`src/rtl/sld_pkg.sv`:
```
package sld_pkg;

    typedef enum logic [1:0] {
        ST_IDLE  = 2'd0,
        ST_ISSUE = 2'd1,
        ST_DRAIN = 2'd2,
        ST_EMPTY = 2'd3
    } ld_state_e;

endpackage

```
`src/rtl/sld_addr_gen.sv`:
```
module sld_addr_gen #(
    parameter int ADDR_W  = 16,
    parameter int MAX_VL  = 64,
    parameter int BANK_W  = 3,
    parameter int IDX_W   = 6,
    parameter int VLEN_W  = 7
) (
    input  logic              clk,
    input  logic              rst_n,
    input  logic              load,
    input  logic [ADDR_W-1:0] base,
    input  logic [ADDR_W-1:0] stride,
    input  logic [VLEN_W-1:0] vlen,
    input  logic              advance,
    output logic [ADDR_W-1:0] addr,
    output logic [BANK_W-1:0] bank,
    output logic [IDX_W-1:0]  idx,
    output logic              is_last
);

    logic [ADDR_W-1:0] addr_q;
    logic [ADDR_W-1:0] stride_q;
    logic [IDX_W-1:0]  idx_q;
    logic [IDX_W-1:0]  last_q;
    logic [VLEN_W-1:0] vlen_eff;
    logic [VLEN_W-1:0] vlen_m1;

    // Counts beyond the register length clamp to the maximum
    always_comb begin
        if (vlen > VLEN_W'(MAX_VL)) begin
            vlen_eff = VLEN_W'(MAX_VL);
        end else begin
            vlen_eff = vlen;
        end
        vlen_m1 = vlen_eff - VLEN_W'(1);
    end

    always_ff @(posedge clk or negedge rst_n) begin
        if (!rst_n) begin
            addr_q   <= '0;
            stride_q <= '0;
            idx_q    <= '0;
            last_q   <= '0;
        end else if (load) begin
            addr_q   <= base;
            stride_q <= stride;
            idx_q    <= '0;
            last_q   <= vlen_m1[IDX_W-1:0];
        end else if (advance) begin
            addr_q   <= addr_q + stride_q;
            idx_q    <= idx_q + IDX_W'(1);
        end
    end

    assign addr    = addr_q;
    assign bank    = addr_q[BANK_W-1:0];
    assign idx     = idx_q;
    assign is_last = (idx_q == last_q);

endmodule

```
`src/rtl/sld_bank_timers.sv`:
```
module sld_bank_timers #(
    parameter int NUM_BANKS = 8,
    parameter int BANK_W    = 3,
    parameter int BUSY_CYC  = 6
) (
    input  logic                 clk,
    input  logic                 rst_n,
    input  logic                 issue,
    input  logic [BANK_W-1:0]    issue_bank,
    output logic [NUM_BANKS-1:0] bank_free
);

    localparam int TMR_W = $clog2(BUSY_CYC + 1);
    localparam logic [TMR_W-1:0] RELOAD = TMR_W'(BUSY_CYC - 1);

    for (genvar b = 0; b < NUM_BANKS; b++) begin : g_bank
        logic [TMR_W-1:0] tmr_q;

        always_ff @(posedge clk or negedge rst_n) begin
            if (!rst_n) begin
                tmr_q <= '0;
            end else if (issue && (issue_bank == BANK_W'(b))) begin
                tmr_q <= RELOAD;
            end else if (tmr_q != '0) begin
                tmr_q <= tmr_q - TMR_W'(1);
            end
        end

        assign bank_free[b] = (tmr_q == '0);
    end

endmodule

```
`src/rtl/sld_return_pipe.sv`:
```
module sld_return_pipe #(
    parameter int LAT    = 12,
    parameter int DATA_W = 64,
    parameter int IDX_W  = 6
) (
    input  logic              clk,
    input  logic              rst_n,
    input  logic              in_valid,
    input  logic [IDX_W-1:0]  in_idx,
    input  logic              in_last,
    input  logic [DATA_W-1:0] in_data,
    output logic              out_valid,
    output logic [IDX_W-1:0]  out_idx,
    output logic              out_last,
    output logic [DATA_W-1:0] out_data
);

    logic [LAT-1:0]    vld_q;
    logic [LAT-1:0]    lst_q;
    logic [IDX_W-1:0]  idx_q [LAT];
    logic [DATA_W-1:0] dat_q [LAT];

    for (genvar s = 0; s < LAT; s++) begin : g_stage
        if (s == 0) begin : g_head
            always_ff @(posedge clk or negedge rst_n) begin
                if (!rst_n) begin
                    vld_q[s] <= 1'b0;
                    lst_q[s] <= 1'b0;
                    idx_q[s] <= '0;
                    dat_q[s] <= '0;
                end else begin
                    vld_q[s] <= in_valid;
                    lst_q[s] <= in_last & in_valid;
                    idx_q[s] <= in_idx;
                    dat_q[s] <= in_data;
                end
            end
        end else begin : g_body
            always_ff @(posedge clk or negedge rst_n) begin
                if (!rst_n) begin
                    vld_q[s] <= 1'b0;
                    lst_q[s] <= 1'b0;
                    idx_q[s] <= '0;
                    dat_q[s] <= '0;
                end else begin
                    vld_q[s] <= vld_q[s-1];
                    lst_q[s] <= lst_q[s-1];
                    idx_q[s] <= idx_q[s-1];
                    dat_q[s] <= dat_q[s-1];
                end
            end
        end
    end

    assign out_valid = vld_q[LAT-1];
    assign out_last  = lst_q[LAT-1];
    assign out_idx   = idx_q[LAT-1];
    assign out_data  = dat_q[LAT-1];

endmodule

```
`src/rtl/strided_load_bank_ctrl.sv`:
```
module strided_load_bank_ctrl
    import sld_pkg::*;
#(
    parameter int NUM_BANKS = 8,
    parameter int BUSY_CYC  = 6,
    parameter int MEM_LAT   = 12,
    parameter int MAX_VL    = 64,
    parameter int ADDR_W    = 16,
    parameter int DATA_W    = 64,
    parameter int CNT_W     = 16,
    localparam int BANK_W   = $clog2(NUM_BANKS),
    localparam int IDX_W    = $clog2(MAX_VL),
    localparam int VLEN_W   = $clog2(MAX_VL + 1)
) (
    input  logic              clk,
    input  logic              rst_n,
    input  logic              start_i,
    input  logic [ADDR_W-1:0] base_i,
    input  logic [ADDR_W-1:0] stride_i,
    input  logic [VLEN_W-1:0] vlen_i,
    output logic              busy_o,
    output logic              mem_req_o,
    output logic [ADDR_W-1:0] mem_addr_o,
    output logic [BANK_W-1:0] mem_bank_o,
    input  logic [DATA_W-1:0] mem_rdata_i,
    output logic              vrf_we_o,
    output logic [IDX_W-1:0]  vrf_idx_o,
    output logic [DATA_W-1:0] vrf_data_o,
    output logic              done_o,
    output logic [CNT_W-1:0]  cycles_o
);

    ld_state_e state_q;
    ld_state_e state_d;

    logic                 accept;
    logic                 issue;
    logic                 finish;
    logic [ADDR_W-1:0]    cur_addr;
    logic [BANK_W-1:0]    cur_bank;
    logic [IDX_W-1:0]     cur_idx;
    logic                 cur_last;
    logic [NUM_BANKS-1:0] bank_free;
    logic                 ret_valid;
    logic                 ret_last;
    logic [IDX_W-1:0]     ret_idx;
    logic [DATA_W-1:0]    ret_data;
    logic [CNT_W-1:0]     cnt_q;

    assign accept = start_i && (state_q == ST_IDLE);

    sld_addr_gen #(
        .ADDR_W (ADDR_W),
        .MAX_VL (MAX_VL),
        .BANK_W (BANK_W),
        .IDX_W  (IDX_W),
        .VLEN_W (VLEN_W)
    ) u_addr (
        .clk     (clk),
        .rst_n   (rst_n),
        .load    (accept),
        .base    (base_i),
        .stride  (stride_i),
        .vlen    (vlen_i),
        .advance (issue),
        .addr    (cur_addr),
        .bank    (cur_bank),
        .idx     (cur_idx),
        .is_last (cur_last)
    );

    sld_bank_timers #(
        .NUM_BANKS (NUM_BANKS),
        .BANK_W    (BANK_W),
        .BUSY_CYC  (BUSY_CYC)
    ) u_timers (
        .clk        (clk),
        .rst_n      (rst_n),
        .issue      (issue),
        .issue_bank (cur_bank),
        .bank_free  (bank_free)
    );

    sld_return_pipe #(
        .LAT    (MEM_LAT),
        .DATA_W (DATA_W),
        .IDX_W  (IDX_W)
    ) u_ret (
        .clk       (clk),
        .rst_n     (rst_n),
        .in_valid  (issue),
        .in_idx    (cur_idx),
        .in_last   (cur_last),
        .in_data   (mem_rdata_i),
        .out_valid (ret_valid),
        .out_idx   (ret_idx),
        .out_last  (ret_last),
        .out_data  (ret_data)
    );

    // State register
    always_ff @(posedge clk or negedge rst_n) begin
        if (!rst_n) begin
            state_q <= ST_IDLE;
        end else begin
            state_q <= state_d;
        end
    end

    // Next state
    always_comb begin
        state_d = state_q;
        unique case (state_q)
            ST_IDLE: begin
                if (accept) begin
                    state_d = (vlen_i == '0) ? ST_EMPTY : ST_ISSUE;
                end
            end
            ST_ISSUE: begin
                if (issue && cur_last) begin
                    state_d = ST_DRAIN;
                end
            end
            ST_DRAIN: begin
                if (ret_valid && ret_last) begin
                    state_d = ST_IDLE;
                end
            end
            ST_EMPTY: begin
                state_d = ST_IDLE;
            end
            default: begin
                state_d = ST_IDLE;
            end
        endcase
    end

    // Outputs
    always_comb begin
        issue  = 1'b0;
        finish = 1'b0;
        unique case (state_q)
            ST_IDLE:  ;
            ST_ISSUE: issue  = bank_free[cur_bank];
            ST_DRAIN: finish = ret_valid && ret_last;
            ST_EMPTY: finish = 1'b1;
            default:  ;
        endcase
    end

    // Cycle counter: 1 in the first cycle after start, frozen after completion
    always_ff @(posedge clk or negedge rst_n) begin
        if (!rst_n) begin
            cnt_q <= '0;
        end else if (accept) begin
            cnt_q <= CNT_W'(1);
        end else if ((state_q != ST_IDLE) && !finish) begin
            cnt_q <= cnt_q + CNT_W'(1);
        end
    end

    assign busy_o     = (state_q != ST_IDLE);
    assign mem_req_o  = issue;
    assign mem_addr_o = cur_addr;
    assign mem_bank_o = cur_bank;
    assign vrf_we_o   = ret_valid;
    assign vrf_idx_o  = ret_idx;
    assign vrf_data_o = ret_data;
    assign done_o     = finish;
    assign cycles_o   = cnt_q;

endmodule

```
`config.mk`:
```
export PLATFORM = sky130hd
export DESIGN_NAME = strided_load_bank_ctrl
export DESIGN_NICKNAME = d
export VERILOG_FILES = /design/src/rtl/sld_pkg.sv /design/src/rtl/sld_addr_gen.sv /design/src/rtl/sld_bank_timers.sv /design/src/rtl/sld_return_pipe.sv /design/src/rtl/strided_load_bank_ctrl.sv
export SDC_FILE = /design/constraint.sdc
export NUM_CORES = 1
export LEC_CHECK = 0
export BUFFER_PORTS_ARGS = -buffer_cell sky130_fd_sc_hd__buf_2
export CAP_MARGIN = 20
export CORE_MARGIN = 1.5
export CORE_UTILIZATION = 58
export CTS_BUF_LIST = sky130_fd_sc_hd__clkbuf_16
export DETAILED_ROUTE_END_ITERATION = 10
export PLACE_DENSITY = 0.8
export SLEW_MARGIN = 20
export SYNTH_ARGS = -nofsm -noshare
export SYNTH_HDL_FRONTEND = slang
export SYNTH_SLANG_ARGS = --single-unit
```
`constraint.sdc`:
```
create_clock -name clk -period 3 [get_ports clk]
set_input_delay 0.15 -clock clk [delete_from_list [all_inputs] [get_ports clk]]
set_output_delay 0.15 -clock clk [all_outputs]
set_load 0.01 [all_outputs]
```
==> Flow_metrics.wiki <==
{| class="wikitable"
! Metric !! Value
|-
| Final worst clock skew || 28.73 ps
|-
| Overall track demand over capacity in global routing || 0.2532
|-
| Maximum capacitance violations || 0
|-
| Routed vias/inst || 4.976
|-
| Number of buffers inserted by port buffering || 214
|-
| Total global routing overflow || 0
|-
| Synth cell types || 49
|-
| RSZ-0062 raised after global routing || false
|-
| Per-cell routed wire length || 22.71 µm
|-
| Outcome || finished, final reports clean
|-
| EDFF count, synth || 0
|-
| Setup violations, final || 0
|-
| Net count of the finished layout || 1,967
|-
| RePlAce Congestion || 0.8125
|-
| First-pass GRT wire length || 88,910 µm
|-
| Area growth from synthesis to layout || 19.96%
|-
| Switching part of the total power || 0.2707
|-
| Maximum fanout along the worst path || 20
|-
| Post-synth net total || 1,614
|-
| #FFs+latches synth || 950
|-
| Layout cell share with drive strength beyond 1 || 0.2013
|-
| Timing-limited maximum frequency || 352.4 MHz
|-
| Post-synth top flop || sky130_fd_sc_hd__dfrtp_1
|-
| Average footprint of a synthesized cell || 18.42 µm²
|-
| Sw Pwr || 8.113 mW
|-
| Top post-synthesis cells by area || sky130_fd_sc_hd__dfrtp_1, sky130_fd_sc_hd__buf_4, sky130_fd_sc_hd__ha_1, sky130_fd_sc_hd__nand2_1, sky130_fd_sc_hd__nor2_1
|-
| Slew at the pin with the worst max-slew slack || 800.6 ps
|-
| Clock power share || 0.367
|-
| Area of the mapped netlist || 0.02714 mm²
|-
| Number of warnings printed during yosys synthesis || 0
|-
| Die extent in x || 219.3 µm
|-
| Gate count after technology mapping || 1,473
|-
| Final critical-path share of the clock period || 0.9459
|-
| Design internal power || 21.86 mW
|-
| Instance area after placement || 0.02869 mm²
|-
| Cts bufs inserted || 88
|-
| Most used routing layer || met2
|-
| Leak || 15.62 nW
|-
| Post-Layout Cell Count || 2,507
|-
| Final standard cell area without fillers || 0.03256 mm²
|-
| Post-detail-place hpwl || 27,790 µm
|-
| Die Y-Extent || 219.3 µm
|-
| Sinks on the clock net || 950
|-
| Area of the die || 0.04810 mm²
|-
| CTS tree || yes
|-
| Global-route track usage on met2 || 0.4376
|-
| Leading area contributor after synthesis || sky130_fd_sc_hd__dfrtp_1
|-
| Category of cells accounting for the largest share of critical-path delay || buffers and inverters
|-
| CP Data Arrival Time || 2690 ps
|-
| Sequence of cells on the critical path || inv_1 > ha_1 > nand2b_4 > mux4_2 > nor2_8 > nor2_4 > inv_2 > buf_8 > buf_2
|-
| Antenna-violating nets left || 0
|-
| Final max-slew violation count || 0
|-
| Async S/R FF share, synth || 1.000
|-
| Row Count || 79
|-
| Fraction of power consumed by combinational cells || 0.136
|-
| Iteration-0 DRC Markers || 820
|-
| Share of the synthesized area in the top cell type || 0.8759
|-
| Hold Vio Cnt, Final || 0
|-
| DRC violation count after routing || 0
|-
| Post-Route Setup TNS || 0 ps
|-
| Number of global-route vias before repair || 14,509
|-
| CP endpoint kind || output port
|-
| Met3 GRT Util || 0.04463
|-
| Req. time, crit path || 2850 ps
|-
| Power density relative to cell area || 920.5 mW/mm²
|-
| Area of the core || 0.04636 mm²
|-
| Critical path class || reg2out
|-
| Max-slew headroom || 0.4663
|-
| Total number of vias || 12,475
|-
| Total wirelength of the detailed-routed design || 56,930 µm
|-
| Buffers and inverters on the worst path || 4
|-
| Effective utilization at floorplan || 0.5854
|-
| Clock Tree Root || sky130_fd_sc_hd__clkbuf_16
|-
| Proportion of synthesized chip area in sequential cells || 0.8759
|-
| Register share of total power || 0.497
|-
| Deepest clock path buffer count || 3
|-
| Worst supply voltage drop on vdd || 0.0006710 V
|-
| Class of the worst hold path || in2reg
|-
| Kind of launch point of the worst setup path || register
|-
| CTS clk-pin slew, worst paths || 50 ps
|-
| Clock Latency Late Sink || 640 ps
|-
| Maximum cell stage delay along the critical path || 530 ps
|-
| Slowest CP cell || sky130_fd_sc_hd__mux4_2
|-
| Cell total after placement || 2,235
|-
| Antenna violations before repair || 3
|-
| Met1 usage || 0.3331
|-
| Pin count of the biggest net entering global routing || 114
|-
| Count of boundary I/O pins || 215
|-
| H-Tree Level Count || 3
|-
| TritonRoute pass-1 iters || 5
|-
| Shortest clock period the worst path allows after layout || 2838 ps
|}
area by class of cell:
class                      count  area (µm²)
multi-input combinational    409        2644
fill                        2670       13800
tap                          607       759.5
antenna                        2       5.005
sequential                   950       23770
clock inverter                72       529.3
timing repair buffer         351        2497
inverter                      26       97.59
clock buffer                  90        2252
routing by layer:
metal  vias up  wire (µm)
li1       5365          -
met1      6691      22860
met2       321      30230
met3        98       2458
met4         0       1376
met5         -          0
registers in the layout, indices dropped and copies added, names as in the netlist, 6 cells and up:
signal,cells
cycles_o,16
u_ret.idx_q,66
u_addr.last_q,6
u_addr.stride_q,16
u_timers.g_bank.tmr_q,24
u_ret.lst_q,11
u_ret.out_data,64
u_addr.idx,6
u_ret.out_idx,6
u_ret.dat_q,704
u_ret.vld_q,11
u_addr.addr,16
tightest hold or removal path, cell delays in order:
cell                      delay (ps)
sky130_fd_sc_hd__buf_2           110
sky130_fd_sc_hd__nor2b_1         130
sky130_fd_sc_hd__xnor2_1         130
sky130_fd_sc_hd__o21ai_0          70
synthesized netlist by cell type, types with 8 or more instances:
| master | number |
|---|---|
| sky130_fd_sc_hd__a21oi_1 | 24 |
| sky130_fd_sc_hd__buf_4 | 74 |
| sky130_fd_sc_hd__clkbuf_1 | 8 |
| sky130_fd_sc_hd__dfrtp_1 | 950 |
| sky130_fd_sc_hd__ha_1 | 34 |
| sky130_fd_sc_hd__inv_1 | 25 |
| sky130_fd_sc_hd__mux2i_1 | 10 |
| sky130_fd_sc_hd__nand2_1 | 112 |
| sky130_fd_sc_hd__nand2b_4 | 8 |
| sky130_fd_sc_hd__nand3_1 | 17 |
| sky130_fd_sc_hd__nor2_1 | 55 |
| sky130_fd_sc_hd__o21ai_0 | 15 |
| sky130_fd_sc_hd__xnor2_1 | 22 |
| sky130_fd_sc_hd__xor2_1 | 22 |
placed cells by master (no fill, tap or decap), types with 3 or more instances in the layout:
cell type	synthesis	final
sky130_fd_sc_hd__clkbuf_16	0	90
sky130_fd_sc_hd__xor2_1	22	22
sky130_fd_sc_hd__o211a_1	3	3
sky130_fd_sc_hd__and3_1	7	7
sky130_fd_sc_hd__nor2_1	55	55
sky130_fd_sc_hd__nand2b_4	8	8
sky130_fd_sc_hd__buf_12	0	9
sky130_fd_sc_hd__nor4_1	4	4
sky130_fd_sc_hd__nand2_1	112	112
sky130_fd_sc_hd__clkinvlp_4	0	3
sky130_fd_sc_hd__buf_2	2	213
sky130_fd_sc_hd__inv_1	25	42
sky130_fd_sc_hd__nand4_1	5	5
sky130_fd_sc_hd__nor2b_1	4	4
sky130_fd_sc_hd__a21oi_1	24	24
sky130_fd_sc_hd__bufinv_16	0	6
sky130_fd_sc_hd__ha_1	34	34
sky130_fd_sc_hd__or3_1	5	5
sky130_fd_sc_hd__mux2i_1	10	10
sky130_fd_sc_hd__o211ai_1	4	4
sky130_fd_sc_hd__nor3_1	5	5
sky130_fd_sc_hd__nand3_1	17	17
sky130_fd_sc_hd__clkinv_1	0	24
sky130_fd_sc_hd__xnor2_1	22	22
sky130_fd_sc_hd__a221oi_1	7	7
sky130_fd_sc_hd__dfrtp_1	950	950
sky130_fd_sc_hd__a31oi_1	7	7
sky130_fd_sc_hd__dlygate4sd3_1	0	107
sky130_fd_sc_hd__o22ai_1	7	7
sky130_fd_sc_hd__clkinv_2	0	17
sky130_fd_sc_hd__a21o_1	7	7
sky130_fd_sc_hd__clkinv_8	0	3
sky130_fd_sc_hd__buf_4	74	20
sky130_fd_sc_hd__o21ai_0	15	15
repair_timing:
| item | in CTS | in global routing |
|---|---|---|
| gates cloned | 0 | 0 |
| hold buffers | 107 | 0 |
| endpoints found under the setup margin | 1 | 1 |
| pin swaps | 0 | 1 |
| endpoints found under the hold margin | 171 | 0 |
| buffers inserted | 0 | 1 |
| resized for setup | 1 | 1 |
through the flow:
step           setup slack [ps]  hold WS, ps  power (mW)  utilization
2_1_floorplan             545.4       -145.6       17.59            -
6_report                  162.3        47.45       29.97       0.7023
3_3_place_gp              432.8        218.3       18.61       0.6188
3_5_place_dp              381.5        243.1       18.92       0.6188
4_1_cts                   55.19        22.14       30.13       0.7020
5_1_grt                   17.43        61.41       31.38       0.7022
path summary, 6_finish.rpt:
kind                                                end                                    start  slack [ps]  cells after the start
hold reg to reg            u_ret.out_data[15]$_DFF_PN0_                u_ret.dat_q[79]$_DFF_PN0_         330                      0
max in group asynchronous    u_ret.dat_q[126]$_DFF_PN0_                                    rst_n        1660                      3
setup reg to reg            u_addr.addr[14]$_DFFE_PN0P_               u_addr.addr[0]$_DFFE_PN0P_         370                      9
min in group asynchronous    u_ret.dat_q[483]$_DFF_PN0_                                    rst_n         170                      2
hold / removal             u_addr.last_q[2]$_DFFE_PN0P_                                vlen_i[2]          50                      4
setup / recovery                              mem_req_o  u_timers.g_bank[3].tmr_q[0]$_DFFE_PN0P_         160                      9
kinds of logic after synthesis:
family / count (synthesis) / share of synthesized area
flops: 950 / 0.8759
simple gates: 232 / 0.04085
xor+xnor: 44 / 0.01420
compound gates: 85 / 0.02019
buf+inv: 114 / 0.02665
mux: 13 / 0.005763
fa+ha+maj: 35 / 0.01641
power by group through the flow:
| stage | logic, mW | registers (mW) | clock network, mW |
|---|---|---|---|
| 2_1_floorplan | 2.78 | 14.8 | 0 |
| 3_3_place_gp | 3.72 | 14.9 | 0 |
| 3_5_place_dp | 3.89 | 15.0 | 0 |
| 4_1_cts | 4.08 | 14.9 | 11.1 |
| 5_1_grt | 4.55 | 15.0 | 11.8 |
| 6_report | 4.08 | 14.9 | 11.0 |
No activity file was read; power rests on OpenSTA's default activity.
